==> src/rtl/tlb_pkg.sv <==
// Shared types for the ASID-tagged TLB.
// Assumes: used by every module of the block; no parameters live here.
package tlb_pkg;

    // Table update selected for one cycle, already prioritised.
    typedef enum logic [1:0] {
        OP_IDLE      = 2'd0,
        OP_FILL      = 2'd1,
        OP_FLUSH_ID  = 2'd2,
        OP_FLUSH_ALL = 2'd3
    } tlb_op_e;

endpackage

==> src/rtl/tlb_entry_array.sv <==
// Storage and match logic for all entries of the TLB.
// Each entry compares itself against the lookup key and the fill key.
// Assumes: op is already prioritised; wr_idx is valid whenever op is OP_FILL.
module tlb_entry_array
    import tlb_pkg::*;
#(
    parameter int ENTRIES = 8,
    parameter int VPN_W   = 20,
    parameter int PFN_W   = 18,
    parameter int ASID_W  = 8,
    parameter int IDX_W   = 3
) (
    input  logic                     clk,
    input  logic                     rst_n,
    input  tlb_op_e                  op,
    input  logic [IDX_W-1:0]         wr_idx,
    input  logic [VPN_W-1:0]         fill_vpn,
    input  logic [PFN_W-1:0]         fill_pfn,
    input  logic [ASID_W-1:0]        cur_asid,
    input  logic [ASID_W-1:0]        flush_id,
    input  logic [VPN_W-1:0]         lk_vpn,
    output logic [ENTRIES-1:0]       valid_o,
    output logic [ENTRIES-1:0]       lk_match_o,
    output logic [ENTRIES-1:0]       fill_match_o,
    output logic [ENTRIES*PFN_W-1:0] pfn_flat_o
);

    for (genvar g = 0; g < ENTRIES; g++) begin : g_entry
        logic              vld_q;
        logic [VPN_W-1:0]  vpn_q;
        logic [ASID_W-1:0] asid_q;
        logic [PFN_W-1:0]  pfn_q;
        logic              tag_ok;

        // Entry state: flushes clear the valid flag, a fill aimed here loads it.
        always_ff @(posedge clk) begin
            if (!rst_n) begin
                vld_q  <= 1'b0;
                vpn_q  <= '0;
                asid_q <= '0;
                pfn_q  <= '0;
            end else if (op == OP_FLUSH_ALL) begin
                vld_q <= 1'b0;
            end else if (op == OP_FLUSH_ID) begin
                if (asid_q == flush_id) vld_q <= 1'b0;
            end else if (op == OP_FILL && wr_idx == IDX_W'(g)) begin
                vld_q  <= 1'b1;
                vpn_q  <= fill_vpn;
                asid_q <= cur_asid;
                pfn_q  <= fill_pfn;
            end
        end

        // Match of this entry against both keys, which share the current identifier.
        always_comb begin
            tag_ok             = vld_q && (asid_q == cur_asid);
            lk_match_o[g]      = tag_ok && (vpn_q == lk_vpn);
            fill_match_o[g]    = tag_ok && (vpn_q == fill_vpn);
            valid_o[g]         = vld_q;
            pfn_flat_o[g*PFN_W +: PFN_W] = pfn_q;
        end
    end

endmodule

==> src/rtl/tlb_victim_sel.sv <==
// Chooses the entry a fill writes: a matching entry, else the lowest invalid
// entry, else the round-robin pointer, which advances only on replacements.
// Assumes: fill_match has at most one bit set.
module tlb_victim_sel #(
    parameter int ENTRIES = 8,
    parameter int IDX_W   = 3
) (
    input  logic               clk,
    input  logic               rst_n,
    input  logic               fill_go,
    input  logic [ENTRIES-1:0] valid,
    input  logic [ENTRIES-1:0] fill_match,
    output logic [IDX_W-1:0]   wr_idx
);

    logic [IDX_W-1:0] rr_q;
    logic [IDX_W-1:0] match_idx;
    logic [IDX_W-1:0] free_idx;
    logic             any_match;
    logic             any_free;
    logic             replace;

    // Priority encoders: index of the matching entry and of the lowest free entry.
    always_comb begin
        match_idx = '0;
        free_idx  = '0;
        for (int i = ENTRIES - 1; i >= 0; i--) begin
            if (fill_match[i]) match_idx = IDX_W'(i);
            if (!valid[i])     free_idx  = IDX_W'(i);
        end
        any_match = |fill_match;
        any_free  = ~&valid;
        replace   = fill_go && !any_match && !any_free;
    end

    // Target selection in priority order.
    always_comb begin
        if (any_match)     wr_idx = match_idx;
        else if (any_free) wr_idx = free_idx;
        else               wr_idx = rr_q;
    end

    // Round-robin pointer, moved only when a valid entry is displaced.
    always_ff @(posedge clk) begin
        if (!rst_n) begin
            rr_q <= '0;
        end else if (replace) begin
            rr_q <= (rr_q == IDX_W'(ENTRIES - 1)) ? '0 : rr_q + 1'b1;
        end
    end

endmodule

==> src/rtl/tlb_resp_stage.sv <==
// Selects the frame of the hitting entry and registers the response.
// Assumes: lk_match has at most one bit set, so an OR of masked frames is exact.
module tlb_resp_stage #(
    parameter int ENTRIES = 8,
    parameter int PFN_W   = 18,
    parameter int OFF_W   = 12
) (
    input  logic                     clk,
    input  logic                     rst_n,
    input  logic                     lk_valid,
    input  logic [ENTRIES-1:0]       lk_match,
    input  logic [ENTRIES*PFN_W-1:0] pfn_flat,
    input  logic [OFF_W-1:0]         lk_off,
    output logic                     rsp_valid,
    output logic                     rsp_hit,
    output logic [PFN_W+OFF_W-1:0]   rsp_paddr
);

    logic             hit_c;
    logic [PFN_W-1:0] pfn_c;

    // One-hot mux of the frame numbers.
    always_comb begin
        pfn_c = '0;
        for (int i = 0; i < ENTRIES; i++) begin
            pfn_c = pfn_c | (pfn_flat[i*PFN_W +: PFN_W] & {PFN_W{lk_match[i]}});
        end
        hit_c = |lk_match;
    end

    // Output register: response one edge after the request, zero address on miss.
    always_ff @(posedge clk) begin
        if (!rst_n) begin
            rsp_valid <= 1'b0;
            rsp_hit   <= 1'b0;
            rsp_paddr <= '0;
        end else begin
            rsp_valid <= lk_valid;
            rsp_hit   <= lk_valid && hit_c;
            rsp_paddr <= (lk_valid && hit_c) ? {pfn_c, lk_off} : '0;
        end
    end

endmodule

==> src/rtl/asid_tlb.sv <==
// Fully associative TLB with identifier-tagged entries and a current-identifier
// register. Lookups respond one cycle later; fills and flushes update in one cycle.
// Assumes: a page walker outside issues fills after misses; ENTRIES >= 2.
module asid_tlb
    import tlb_pkg::*;
#(
    parameter int ENTRIES = 8,
    parameter int VPN_W   = 20,
    parameter int PFN_W   = 18,
    parameter int ASID_W  = 8,
    parameter int OFF_W   = 12
) (
    input  logic                     clk,
    input  logic                     rst_n,
    input  logic                     asid_wr_en,
    input  logic [ASID_W-1:0]        asid_wr_data,
    input  logic                     lk_valid,
    input  logic [VPN_W+OFF_W-1:0]   lk_vaddr,
    input  logic                     fill_en,
    input  logic [VPN_W-1:0]         fill_vpn,
    input  logic [PFN_W-1:0]         fill_pfn,
    input  logic                     flush_id_en,
    input  logic [ASID_W-1:0]        flush_id,
    input  logic                     flush_all,
    output logic                     rsp_valid,
    output logic                     rsp_hit,
    output logic [PFN_W+OFF_W-1:0]   rsp_paddr
);

    localparam int IDX_W = (ENTRIES > 1) ? $clog2(ENTRIES) : 1;

    logic [ASID_W-1:0]        cur_asid_q;
    tlb_op_e                  op;
    logic [IDX_W-1:0]         wr_idx;
    logic [ENTRIES-1:0]       entry_valid;
    logic [ENTRIES-1:0]       lk_match;
    logic [ENTRIES-1:0]       fill_match;
    logic [ENTRIES*PFN_W-1:0] pfn_flat;

    // Current-identifier register, written on a context switch.
    always_ff @(posedge clk) begin
        if (!rst_n) cur_asid_q <= '0;
        else if (asid_wr_en) cur_asid_q <= asid_wr_data;
    end

    // Update priority: global flush, then flush by identifier, then fill.
    always_comb begin
        if (flush_all)        op = OP_FLUSH_ALL;
        else if (flush_id_en) op = OP_FLUSH_ID;
        else if (fill_en)     op = OP_FILL;
        else                  op = OP_IDLE;
    end

    tlb_entry_array #(
        .ENTRIES (ENTRIES),
        .VPN_W   (VPN_W),
        .PFN_W   (PFN_W),
        .ASID_W  (ASID_W),
        .IDX_W   (IDX_W)
    ) i_array (
        .clk          (clk),
        .rst_n        (rst_n),
        .op           (op),
        .wr_idx       (wr_idx),
        .fill_vpn     (fill_vpn),
        .fill_pfn     (fill_pfn),
        .cur_asid     (cur_asid_q),
        .flush_id     (flush_id),
        .lk_vpn       (lk_vaddr[VPN_W+OFF_W-1:OFF_W]),
        .valid_o      (entry_valid),
        .lk_match_o   (lk_match),
        .fill_match_o (fill_match),
        .pfn_flat_o   (pfn_flat)
    );

    tlb_victim_sel #(
        .ENTRIES (ENTRIES),
        .IDX_W   (IDX_W)
    ) i_victim (
        .clk        (clk),
        .rst_n      (rst_n),
        .fill_go    (op == OP_FILL),
        .valid      (entry_valid),
        .fill_match (fill_match),
        .wr_idx     (wr_idx)
    );

    tlb_resp_stage #(
        .ENTRIES (ENTRIES),
        .PFN_W   (PFN_W),
        .OFF_W   (OFF_W)
    ) i_resp (
        .clk       (clk),
        .rst_n     (rst_n),
        .lk_valid  (lk_valid),
        .lk_match  (lk_match),
        .pfn_flat  (pfn_flat),
        .lk_off    (lk_vaddr[OFF_W-1:0]),
        .rsp_valid (rsp_valid),
        .rsp_hit   (rsp_hit),
        .rsp_paddr (rsp_paddr)
    );

endmodule

==> config.mk <==
export PLATFORM = sky130hd
export DESIGN_NAME = asid_tlb
export DESIGN_NICKNAME = d
export VERILOG_FILES = /design/src/rtl/tlb_pkg.sv /design/src/rtl/tlb_entry_array.sv /design/src/rtl/tlb_victim_sel.sv /design/src/rtl/tlb_resp_stage.sv /design/src/rtl/asid_tlb.sv
export SDC_FILE = /design/constraint.sdc
export NUM_CORES = 1
export LEC_CHECK = 0
export ABC_CLOCK_PERIOD_IN_PS = 7300
export BUFFER_PORTS_ARGS = -buffer_cell sky130_fd_sc_hd__clkbuf_2
export CORE_UTILIZATION = 40
export CTS_CLUSTER_SIZE = 25
export DETAILED_ROUTE_END_ITERATION = 12
export HOLD_SLACK_MARGIN = 0.12
export PLACE_DENSITY_LB_ADDON = 0.2
export SYNTH_ARGS = -nofsm -noshare
export SYNTH_HDL_FRONTEND = slang
export SYNTH_SLANG_ARGS = --single-unit
==> constraint.sdc <==
create_clock -name clk -period 7.3 [get_ports clk]
set_clock_uncertainty 0.15 [all_clocks]
set_input_delay 0.365 -clock clk [delete_from_list [all_inputs] [get_ports clk]]
set_output_delay 0.365 -clock clk [all_outputs]
set_load 0.05 [all_outputs]
==> summary.txt <==
Outcome
  • Status: completed

Placement
  • Dpl cell area: 0.0219 sq mm
  • Gpl congestion: 0.930
  • PortBufs: 124
  • Cells after DPL: 2,936
  • Dpl hpwl: 45,200 um

Timing
  • Final period util: 69.4%
  • Final min period: 5070 ps
  • RSZ-0062 raised after global routing: no
  • Hold slack: 125 ps
  • Slew @ Worst Pin: 1130 ps
  • Fmax: 197 MHz
  • TNS Setup: 0 ps
  • Max Slew Vio Count: 0
  • Hold Vio Cnt, Final: 0
  • Worst slew margin: 24.9%
  • # setup viols final: 0

Global routing
  • First-pass GRT wire length: 106,000 um
  • Initial antenna violation count: 0
  • Grt ovf: 0
  • Largest net degree at the start of global routing: 136
  • Total Routing Usage GR: 25.5%
  • Vias in the first global route: 16,800

Clock network
  • Worst-path clk slew: 60 ps
  • H-tree depth: 2
  • Clk_lat worst skew: 600 ps
  • CTS root buf: clkbuf_16
  • Number of hold buffers added after CTS: 48
  • Clock Sinks: 419
  • Resize count post-CTS: 0
  • Number of buffers created by CTS: 47
  • CTS max path bufs: 3
  • Setup Fix Bufs, Post-CTS: 0
  • CTS tree: done

Layout
  • Share of layout cells above drive strength 1: 10.0%
  • Final core utilization: 46.4%
  • Register area: 0.00839 sq mm
  • Non-Filler Instances: 3,067
  • Fill cell count: 4,949
  • Design area: 0.0240 sq mm
  • Final nets: 2,448
  • Area grow syn2layout: 13.5%
  • Area taken by multi-input logic gates: 0.0118 sq mm
  • Ant diodes: 0

Worst setup path
  • WP data required: 7630 ps
  • Worst-path maximum fanout: 47
  • CP max stage cell: nand3_4
  • Kind of critical path: reg -> reg
  • Max incr delay on CP: 910 ps
  • CP bufs+invs: 0
  • Worst path top cell family by delay: simple AND/OR/NAND/NOR gates
  • Crit path arrival time: 5400 ps
  • CP endpoint kind: register
  • Crit start category: register
  • Worst path cell trace: xor2_1, nor4_1, nand3_1, or4_1, and3_1, a22oi_2, and2_1, nand3_4, mux2i_1

Routing
  • Via-to-Cell Ratio: 5.60
  • Drt total wl: 69,200 um
  • DR WL/cell: 22.6 um
  • Drt pass-1 iters: 7
  • Initial DRC Count: 1,475
  • Vias: 17,200
  • DRC viols: 0
  • Post-DRT Antenna Nets: 0

Floorplanning
  • Row cnt: 83
  • Ports: 125
  • Core ar.: 0.0517 sq mm
  • Starting Density: 40.9%
  • Die area: 0.0538 sq mm
  • Die H: 232 um
  • Die width: 232 um

Synthesis
  • Mapped Nets: 2,398
  • Synth Register Bits: 419
  • Ys Warns: 0
  • Synth Area in Compound Gates: 8.80%
  • Synthesized area per cell: 9.18 sq um
  • Post-synthesis xor/xnor area fraction: 18.6%
  • Sequential cell area fraction in the yosys report: 39.7%
  • Largest family of logic cells by synthesized area: XOR/XNOR gates
  • Netlist Area Pre-Place: 0.0211 sq mm
  • Post-Synthesis Cells: 2,303
  • Post-Synth Simple-Gate Area: 14.4%
  • Most used DFF post-synth: dfxtp_1
  • Post-synth EDFFs: 0
  • Mux cell area share after synthesis: 13.6%
  • Synth Area in Adders: 0.118%
  • Fraction of registers with async set/reset: 0%
  • Netlist cell types: 52

Power and ir drop
  • Leakage: 9.34 nW
  • Pwr Density: 218 mW/mm^2
  • Max IR drop VDD: 182 uV

Hold path
  • Worst hold path class: in -> reg

Run
  • Maxcap violations: 0
[kinds of logic (layout without fill, tap and decap cells)]
group,count (synthesis),in the layout
XOR/XNOR,448,448
multiplexers,287,287
buffers and inverters,197,281
adder cells (fa/ha/maj),2,2
AO/OA/AOI/OAI,307,307
AND/OR/NAND/NOR,643,643
flip-flops,419,419
[cell usage in the layout, fill, tap and decap left out, drive strengths merged, types with 3 or more instances in the layout]
master,n
o41ai,4
a211oi,3
bufinv,6
nand4,66
a22oi,38
or3,4
nor4,49
buf,21
a21oi,99
clkinv,8
nand2,331
dfxtp,419
clkbuf,191
dlygate4sd3,48
a22o,18
and3,18
mux2i,287
xnor2,239
nand3,115
a31oi,19
nor2,24
o21ai,97
inv,6
a221oi,18
nor3,22
xor2,209
or4,3
[path summary, 6_finish.rpt]
check                                             from                                   endpoint  slack, ps  cells after the start
max                         cur_asid_q[6]$_SDFFE_PN0P_  i_array.g_entry[2].vpn_q[13]$_SDFFE_PN0P_       2230                      9
min                                              rst_n  i_array.g_entry[7].vpn_q[13]$_SDFFE_PN0P_        120                      3
max reg2reg                 cur_asid_q[6]$_SDFFE_PN0P_  i_array.g_entry[2].vpn_q[13]$_SDFFE_PN0P_       2230                      9
min reg2reg  i_array.g_entry[2].pfn_q[16]$_SDFFE_PN0P_  i_array.g_entry[2].pfn_q[16]$_SDFFE_PN0P_        310                      2
[routing by layer]
metal	vias up	global-route usage [%]	share of wire, %	routed length, um
li1	8052	-	-	-
met1	8411	35.0	45	31400
met2	588	39.8	45	30800
met3	133	4.76	6.6	4550
met4	0	9.17	3.5	2420
met5	-	0	0	0
[final cells by class]
class / count / share of cell area [%]
Multi-Input combinational cell: 1687 / 49.3
Sequential cell: 419 / 35.0
Clock buffer: 68 / 5.78
Timing Repair Buffer: 192 / 5.31
Tap cell: 680 / 3.55
Clock inverter: 15 / 1.01
Inverter: 6 / 0.0991
[sequential cells by signal, indices dropped and copies added, names as in the netlist]
| name | flops |
|---|---|
| cur_asid_q | 8 |
| i_array.g_entry.pfn_q | 144 |
| i_array.g_entry.asid_q | 64 |
| i_victim.rr_q | 3 |
| i_resp.rsp_hit | 1 |
| i_array.g_entry.vpn_q | 160 |
| i_array.g_entry.vld_q | 8 |
| i_resp.rsp_valid | 1 |
| i_resp.rsp_paddr | 30 |
[tightest hold or removal path: stages]
cell and delay, ps:
buf_8 210, nand2_1 140, mux2i_1 50
[through the flow]
| stage | worst slack, ps | power [mW] |
|---|---|---|
| global placement | 2420 | 2.73 |
| detailed placement | 2330 | 2.73 |
| CTS | 2240 | 5.27 |
| finish | 2230 | 5.22 |
| global route | 2030 | 5.39 |
| floorplan | 4210 | 2.60 |
[power by group]
group	internal, mW	leakage [nW]	switching, mW
combinational	0.134	5.17	0.251
sequential	2.30	3.38	0.0233
clock	1.53	0.801	0.988
total	3.96	9.34	1.26
[cells in the mapped netlist (all sizes together), types with 3 or more instances]
cell type  instances  share of area [%]
nor2              24               0.43
or3                4               0.12
a22o              18               0.75
inv                6               0.11
a21oi             99                2.3
a22oi             38                1.4
nand2            331                5.9
nor3              22               0.54
o41ai              4               0.17
nor4              49                1.5
a221oi            18               0.75
and3              18               0.53
a211oi             3               0.13
xor2             209                8.7
o21ai             97                2.3
xnor2            239                9.9
or4                3               0.14
nand3            115                2.8
mux2i            287                 14
clkbuf           113                2.0
buf               78                2.8
a31oi             19               0.56
nand4             66                2.0
dfxtp            419                 40
Note: power is estimated with default switching activity, not from simulation.
